[config.mk]
export PLATFORM = sky130hd
export DESIGN_NAME = clkmode_ctrl
export DESIGN_NICKNAME = d
export VERILOG_FILES = /design/src/rtl/clkmode_pkg.sv /design/src/rtl/clkmode_once.sv /design/src/rtl/clkmode_sel.sv /design/src/rtl/clkmode_ctrl.sv
export SDC_FILE = /design/constraint.sdc
export NUM_CORES = 1
export LEC_CHECK = 0
export BUFFER_PORTS_ARGS = -buffer_cell sky130_fd_sc_hd__buf_2
export CAP_MARGIN = 5
export CORE_UTILIZATION = 40
export DETAILED_ROUTE_END_ITERATION = 10
export GPL_TIMING_DRIVEN = 0
export PLACE_DENSITY = 0.73
export SYNTH_ARGS = -nofsm -noshare
export SYNTH_HDL_FRONTEND = slang
export SYNTH_SLANG_ARGS = --single-unit
[constraint.sdc]
create_clock -name clk -period 1.1 [get_ports clk]
set_clock_uncertainty 0.05 [all_clocks]
set_input_delay 0.055 -clock clk [delete_from_list [all_inputs] [get_ports clk]]
set_output_delay 0.055 -clock clk [all_outputs]
set_load 0.05 [all_outputs]
[src/rtl/clkmode_pkg.sv]
package clkmode_pkg;

    localparam int REG_W      = 8;
    localparam int MODE_W     = 2;
    localparam int MODE_LSB   = 0;
    localparam int XTAL_BIT   = 2;
    localparam int RANGE_BIT  = 3;
    localparam int ONCE_N     = 2;   // number of write-once bits
    localparam int ONCE_RANGE = 0;   // index of range in once vectors
    localparam int ONCE_XTAL  = 1;   // index of source select

    typedef enum logic [MODE_W-1:0] {
        MODE_SELF       = 2'b00,
        MODE_LOOP_INT   = 2'b01,
        MODE_BYPASS_EXT = 2'b10,
        MODE_LOOP_EXT   = 2'b11
    } cm_mode_e;

    typedef struct packed {
        logic     range_hi;
        logic     xtal;
        cm_mode_e mode;
    } ctl_fields_t;

    localparam logic [ONCE_N-1:0] ONCE_RST = 2'b01; // range=1, xtal=0

    function automatic int once_bit(input int idx);
        return (idx == ONCE_RANGE) ? RANGE_BIT : XTAL_BIT;
    endfunction

    function automatic logic uses_ext(input cm_mode_e m);
        return m[MODE_W-1];
    endfunction

    function automatic logic gate_open(input cm_mode_e m, input logic ref_ok);
        return (m != MODE_BYPASS_EXT) || ref_ok;
    endfunction

    function automatic logic [REG_W-1:0] pack_reg(input ctl_fields_t f);
        logic [REG_W-1:0] r;
        r = '0;
        r[MODE_LSB +: MODE_W] = f.mode;
        r[XTAL_BIT]           = f.xtal;
        r[RANGE_BIT]          = f.range_hi;
        return r;
    endfunction

endpackage

[src/rtl/clkmode_once.sv]
module clkmode_once
    import clkmode_pkg::*;
#(
    parameter logic RST_VAL = 1'b0
) (
    input  logic clk,
    input  logic rst,
    input  logic wr_en,
    input  logic wr_val,
    output logic q,
    output logic used
);
    always_ff @(posedge clk) begin
        if (rst) begin
            q    <= RST_VAL;
            used <= 1'b0;
        end else if (wr_en && !used) begin
            q    <= wr_val;
            used <= 1'b1;
        end
    end
endmodule

[src/rtl/clkmode_sel.sv]
module clkmode_sel
    import clkmode_pkg::*;
(
    input  logic     clk,
    input  logic     rst,
    input  logic     wr_en,
    input  cm_mode_e wr_mode,
    input  logic     ext_ok,
    input  logic     done,
    output cm_mode_e field_q,
    output cm_mode_e applied_q,
    output logic     pending_q,
    output logic     lock_hi_q
);
    logic first_seen;
    logic accept;
    logic refuse_hi;
    logic may_apply;
    logic ack_ok;

    assign refuse_hi = lock_hi_q && uses_ext(wr_mode);
    assign accept    = wr_en && !pending_q && !refuse_hi;
    assign may_apply = pending_q && gate_open(field_q, ext_ok);
    assign ack_ok    = pending_q && done && (applied_q == field_q);

    always_ff @(posedge clk) begin
        if (rst) begin
            first_seen <= 1'b0;
            lock_hi_q  <= 1'b0;
        end else if (wr_en && !first_seen) begin
            first_seen <= 1'b1;
            lock_hi_q  <= !uses_ext(wr_mode);
        end
    end

    always_ff @(posedge clk) begin
        if (rst) begin
            field_q   <= MODE_SELF;
            pending_q <= 1'b0;
        end else if (accept) begin
            field_q   <= wr_mode;
            pending_q <= 1'b1;
        end else if (ack_ok) begin
            pending_q <= 1'b0;
        end
    end

    always_ff @(posedge clk) begin
        if (rst) begin
            applied_q <= MODE_SELF;
        end else if (may_apply) begin
            applied_q <= field_q;
        end
    end
endmodule

[src/rtl/clkmode_ctrl.sv]
module clkmode_ctrl
    import clkmode_pkg::*;
(
    input  logic             clk,
    input  logic             rst,
    input  logic             wr_en,
    input  logic [REG_W-1:0] wr_data,
    output logic [REG_W-1:0] rd_data,
    input  logic             ext_ref_ok,
    input  logic             mode_done,
    input  logic             gen_off,
    output logic [MODE_W-1:0] mode_out,
    output logic             xtal_sel,
    output logic             ext_range_hi,
    output logic             ext_pre64,
    output logic             mode_pending
);
    logic [ONCE_N-1:0] once_q;
    logic [ONCE_N-1:0] once_used;
    cm_mode_e          mode_field;
    cm_mode_e          mode_applied;
    logic              mode_lock_hi;
    ctl_fields_t       fields;
    logic              unused_inputs;

    for (genvar i = 0; i < ONCE_N; i++) begin : g_once
        clkmode_once #(
            .RST_VAL (ONCE_RST[i])
        ) once_i (
            .clk    (clk),
            .rst    (rst),
            .wr_en  (wr_en),
            .wr_val (wr_data[once_bit(i)]),
            .q      (once_q[i]),
            .used   (once_used[i])
        );
    end

    clkmode_sel sel_i (
        .clk       (clk),
        .rst       (rst),
        .wr_en     (wr_en),
        .wr_mode   (cm_mode_e'(wr_data[MODE_LSB +: MODE_W])),
        .ext_ok    (ext_ref_ok),
        .done      (mode_done),
        .field_q   (mode_field),
        .applied_q (mode_applied),
        .pending_q (mode_pending),
        .lock_hi_q (mode_lock_hi)
    );

    always_comb begin
        fields.range_hi = once_q[ONCE_RANGE];
        fields.xtal     = once_q[ONCE_XTAL];
        fields.mode     = mode_field;
    end

    assign rd_data      = pack_reg(fields);
    assign mode_out     = mode_applied;
    assign xtal_sel     = once_q[ONCE_XTAL];
    assign ext_range_hi = uses_ext(mode_applied) &&  once_q[ONCE_RANGE];
    assign ext_pre64    = uses_ext(mode_applied) && !once_q[ONCE_RANGE];

    assign unused_inputs = gen_off ^ (^wr_data[REG_W-1:RANGE_BIT+1]);
endmodule

After elaboration in Yosys (flattened, before gate mapping)
Index checks and enable logic that the tools add are counted.
Widths: inputs -> output; s select.
Storage, ports and cells
  input bits: 14
  logic and storage cells: 33
  flip-flop bits (word level): 11
Cells by class
  muxes and demuxes: 2
  eq/ne operators: 2
  reductions and logical operators: 20
Operators by type and width (count)
  $logic_and 1x1->1: 11
  $logic_not 1->1: 7
  $eq 2x2->1: 1
  $mux 1: 2
  $ne 2x2->1 const B: 1
  $reduce_bool 2->1: 1
  $logic_or 1x1->1: 1

Longest topological paths before layout
  depth after elaboration: 4
  gate-level depth with buffers: 4
  depth with buffers taken out: 3

Hierarchy
From an unflattened synthesis, not the netlist that was laid out.
Second synthesis, totals
  cell total of the unflattened synthesis: 58
  area, all modules: 520.5 um^2
By module, submodules not included
  clkmode_sel: cells an instance 34, sequential area each 140.1 um^2, times used 1, area each 307.8 um^2
  clkmode_once (g_once[0].once_i): cells an instance 8, sequential area each 40.0 um^2, times used 1, area each 78.8 um^2
  clkmode_once (g_once[1].once_i): cells an instance 8, sequential area each 40.0 um^2, times used 1, area each 76.3 um^2
  clkmode_ctrl: cells an instance 8, sequential area each 0.0 um^2, times used 1, area each 57.6 um^2

Worst setup path after synthesis
No wires, ideal clock.
  path type: flip-flop to output port
  start point: reg sel_i.applied_q[1]
  end point: out ext_pre64
  cell stages (with the launch flop): 3
  arrival time: 1.442 ns
  setup slack: -0.447 ns
  required time: 0.995 ns
  path through: dfxtp_1 -> inv_1 -> nor2_1
Between the ends
  word-level cells in the longest chain between the ends: 1
RTL lines
  start: declaration: RTL line clkmode_sel.sv:11  | output cm_mode_e applied_q,
  start signal: assignment: RTL line clkmode_sel.sv:52  | applied_q <= field_q;
  $logic_and 1x1->1: RTL line clkmode_ctrl.sv:62  | assign ext_pre64 = uses_ext(mode_applied) && !once_q[ONCE_RANGE];
  end: declaration: RTL line clkmode_ctrl.sv:15  | output logic ext_pre64,
Every way passes these cells.

Final worst setup path
  start point: reg g_once[0].once_i.q
  end point: out ext_range_hi
Between the ends
  word-level cells in the longest chain between the ends: 1
RTL lines
  start: declaration: RTL line clkmode_once.sv:10  | output logic q,
  start signal: assignment: RTL line clkmode_once.sv:18  | q <= wr_val;
  $logic_and 1x1->1: RTL line clkmode_ctrl.sv:61  | assign ext_range_hi = uses_ext(mode_applied) && once_q[ONCE_RANGE];
  end: declaration: RTL line clkmode_ctrl.sv:14  | output logic ext_range_hi,
Every way passes these cells.

==> flow_summary.ini <==
[clocking]
htreeDepth = 1
cts_tree = yes
cts.path.max_buffers = 2
clock-sinks = 11
clock_latency_ns = 0.27
root_buffer = clkbuf_4
post_cts_buffers = 0
clkTransAtPathRegs_ns = 0.07
cts-buffers-inserted = 3

[finish]
area_growth_pct = 42.2
finish.net_count = 104
diodes = 0
post-route-cell-area_um2 = 742
drive_above_1_share_pct = 43.8
nFillCells = 107

[worst_setup_path]
path_class = flip-flop to output port
cp.arrival_ns = 0.95
cp_max_fo = 4
cp.required_ns = 1.00
r2r-end = sel_i.pending_q
start_kind = flip-flop
reg2reg_from = sel_i.pending_q
r2r_slack_ns = 0.08
cp-end-kind = output port
r2r_cells = 3

[floorplan]
fp.dieH_um = 38.1
dieArea_um2 = 1450
die_x_um = 38.1
core_area_um2 = 1160
ios = 28
row_count = 12
start_util_pct = 45.1

[place]
portBuffers = 17
hpwl_um = 723
placed_cell_area_um2 = 653
post-place-ws_ns = 0.0845
gp_congestion = 0.783

[sta]
rsz0062_at_grt = no
final.setup.tns_ns = 0
setup_slack_ns = 0.0458
slew_violations = 0
holdWs_ns = 0.0198
max_freq_mhz = 949
setup_violations = 0
period_share_pct = 95.8
hold_violations = 0
fin_crit_ns = 1.05

[route]
via_per_inst = 4.48
post_drt_wl_per_cell_um = 9.35
wl_um = 963
drc = 0
dr.pass1.iters = 4
ant_nets = 0
via_count = 461
first_iter_violations = 5

[global_route]
grt_usage_pct = 15.0
busiest_layer = met1
grt-ovfl-total = 0
grt_max_degree = 11
antenna_found_initial = 0
grtUsageMet2_pct = 19.5
grt_pass1_wl_um = 1460
grt_util_met1_pct = 21.2
met3_usage_pct = 5.23
grt_pass1_vias = 349

[logic_synthesis]
synth_top_area_share_pct = 42.2
synth_seq_cells = 11
synthTopCellsByArea = dfxtp_1, buf_4, a21oi_1, nor2_1, nand3b_1
synth_area_um2 = 522
netlist.top_cell.by_area = dfxtp_1
ys_warn_count = 0
synthCells = 61
ys_seq_area_share_pct = 42.2
syn_avg_cell_area_um2 = 8.55
synth.distinct_cells = 22

[power]
p_leak_nw = 0.328
powerDensity_nw_per_um2 = 1350
finalPower_mw = 1.00
peakVddDrop_mv = 0.633

[flow_run]
max-cap-violations = 0

[worst_hold_path]
hold-path-cell-count = 3
hold_class = primary input to flip-flop
hold_start = wr_en
min_to = g_once[1].once_i.used

[outcome]
status = completed
==> metrics by stage <==
stage / cells / utilization, %
after CTS: 103 / 63.3
final: 103 / 64.2
after global placement: 95 / 56.5
after floorplan: 64 / -
after global routing: 103 / 64.2
after detailed placement: 95 / 56.5
==> routing by layer <==
layer / vias to the layer above / share of wire [%]
met5: - / 0
met4: 0 / 0.42
met3: 2 / 5.4
met2: 12 / 45
met1: 194 / 49
li1: 253 / -
==> cell usage after synthesis <==
| master | instances |
|---|---|
| and2_1 | 2 |
| o2111a_1 | 1 |
| nand2_1 | 2 |
| buf_6 | 1 |
| o21ai_1 | 4 |
| conb_1 | 1 |
| xnor2_1 | 2 |
| nand3b_1 | 3 |
| nand2b_4 | 1 |
| o21ai_0 | 3 |
| inv_4 | 1 |
| inv_1 | 3 |
| nor3_2 | 1 |
| nor2b_1 | 1 |
| a221oi_1 | 1 |
| or3_1 | 1 |
| buf_4 | 6 |
| a21oi_1 | 6 |
| clkbuf_1 | 1 |
| dfxtp_1 | 11 |
| nand4_1 | 2 |
| nor2_1 | 7 |
==> registers in the layout (all words and copies together) (netlist names) <==
register and count:
g_once.once_i.q 2, sel_i.first_seen 1, sel_i.pending_q 1, sel_i.applied_q 2, sel_i.lock_hi_q 1, g_once.once_i.used 2, sel_i.field_q 2
==> critical path, stage by stage, from the launching register on <==
cell and delay, ns:
dfxtp_2 0.34, and2_2 0.19, buf_6 0.15
==> cell type report <==
type / instances / area [um^2] / area share (%)
Buffer: 8 / 60.1 / 8.09
Sequential cell: 11 / 230 / 31.0
Tap cell: 14 / 17.5 / 2.36
Clock buffer: 4 / 26.3 / 3.54
Multi-Input combinational cell: 41 / 244 / 32.9
Inverter: 4 / 17.5 / 2.36
Timing Repair Buffer: 21 / 146 / 19.7
==> cell usage in the layout, fill, tap and decap left out, drive strengths merged, types with 2 or more instances in the layout <==
master and instances:
inv 4, conb 4, nand3b 3, o21ai 7, dlygate4sd3 4, a21oi 6, clkbuf 6, nor2 7
and2 2, xnor2 2, dfxtp 11, buf 23, nand4 2, nand2 2
==> worst max path at each step <==
stage | from | slack (ns) | end
finish | g_once[0].once_i.q | 0.05 | ext_range_hi
CTS | g_once[0].once_i.q | 0.002 | ext_range_hi
global placement | sel_i.pending_q | 0.09 | sel_i.pending_q
detailed placement | sel_i.pending_q | 0.08 | sel_i.pending_q
global route | rst | 0.004 | sel_i.lock_hi_q
floorplan | sel_i.field_q[0] | 0.02 | sel_i.pending_q
==> cell families after synthesis <==
| family | Yosys count | synth area share [%] |
|---|---|---|
| buf+inv | 12 | 14.9 |
| flops | 11 | 42.2 |
| xor+xnor | 2 | 3.36 |
| simple gates | 20 | 22.5 |
| other cells | 1 | 0.719 |
| compound gates | 15 | 16.3 |
==> power breakdown <==
group / internal [mW] / switching, mW
clock: 0.140 / 0.136
combinational: 0.0996 / 0.169
sequential: 0.428 / 0.0267
==> repair_timing <==
action                     in CTS  in global routing
setup endpoints to repair       3                  3
hold endpoints to repair        4                  0
pin swaps                       0                  0
gates resized for setup         5                  4
hold buffers                    4                  0
Power figures use the tool's default switching activity.
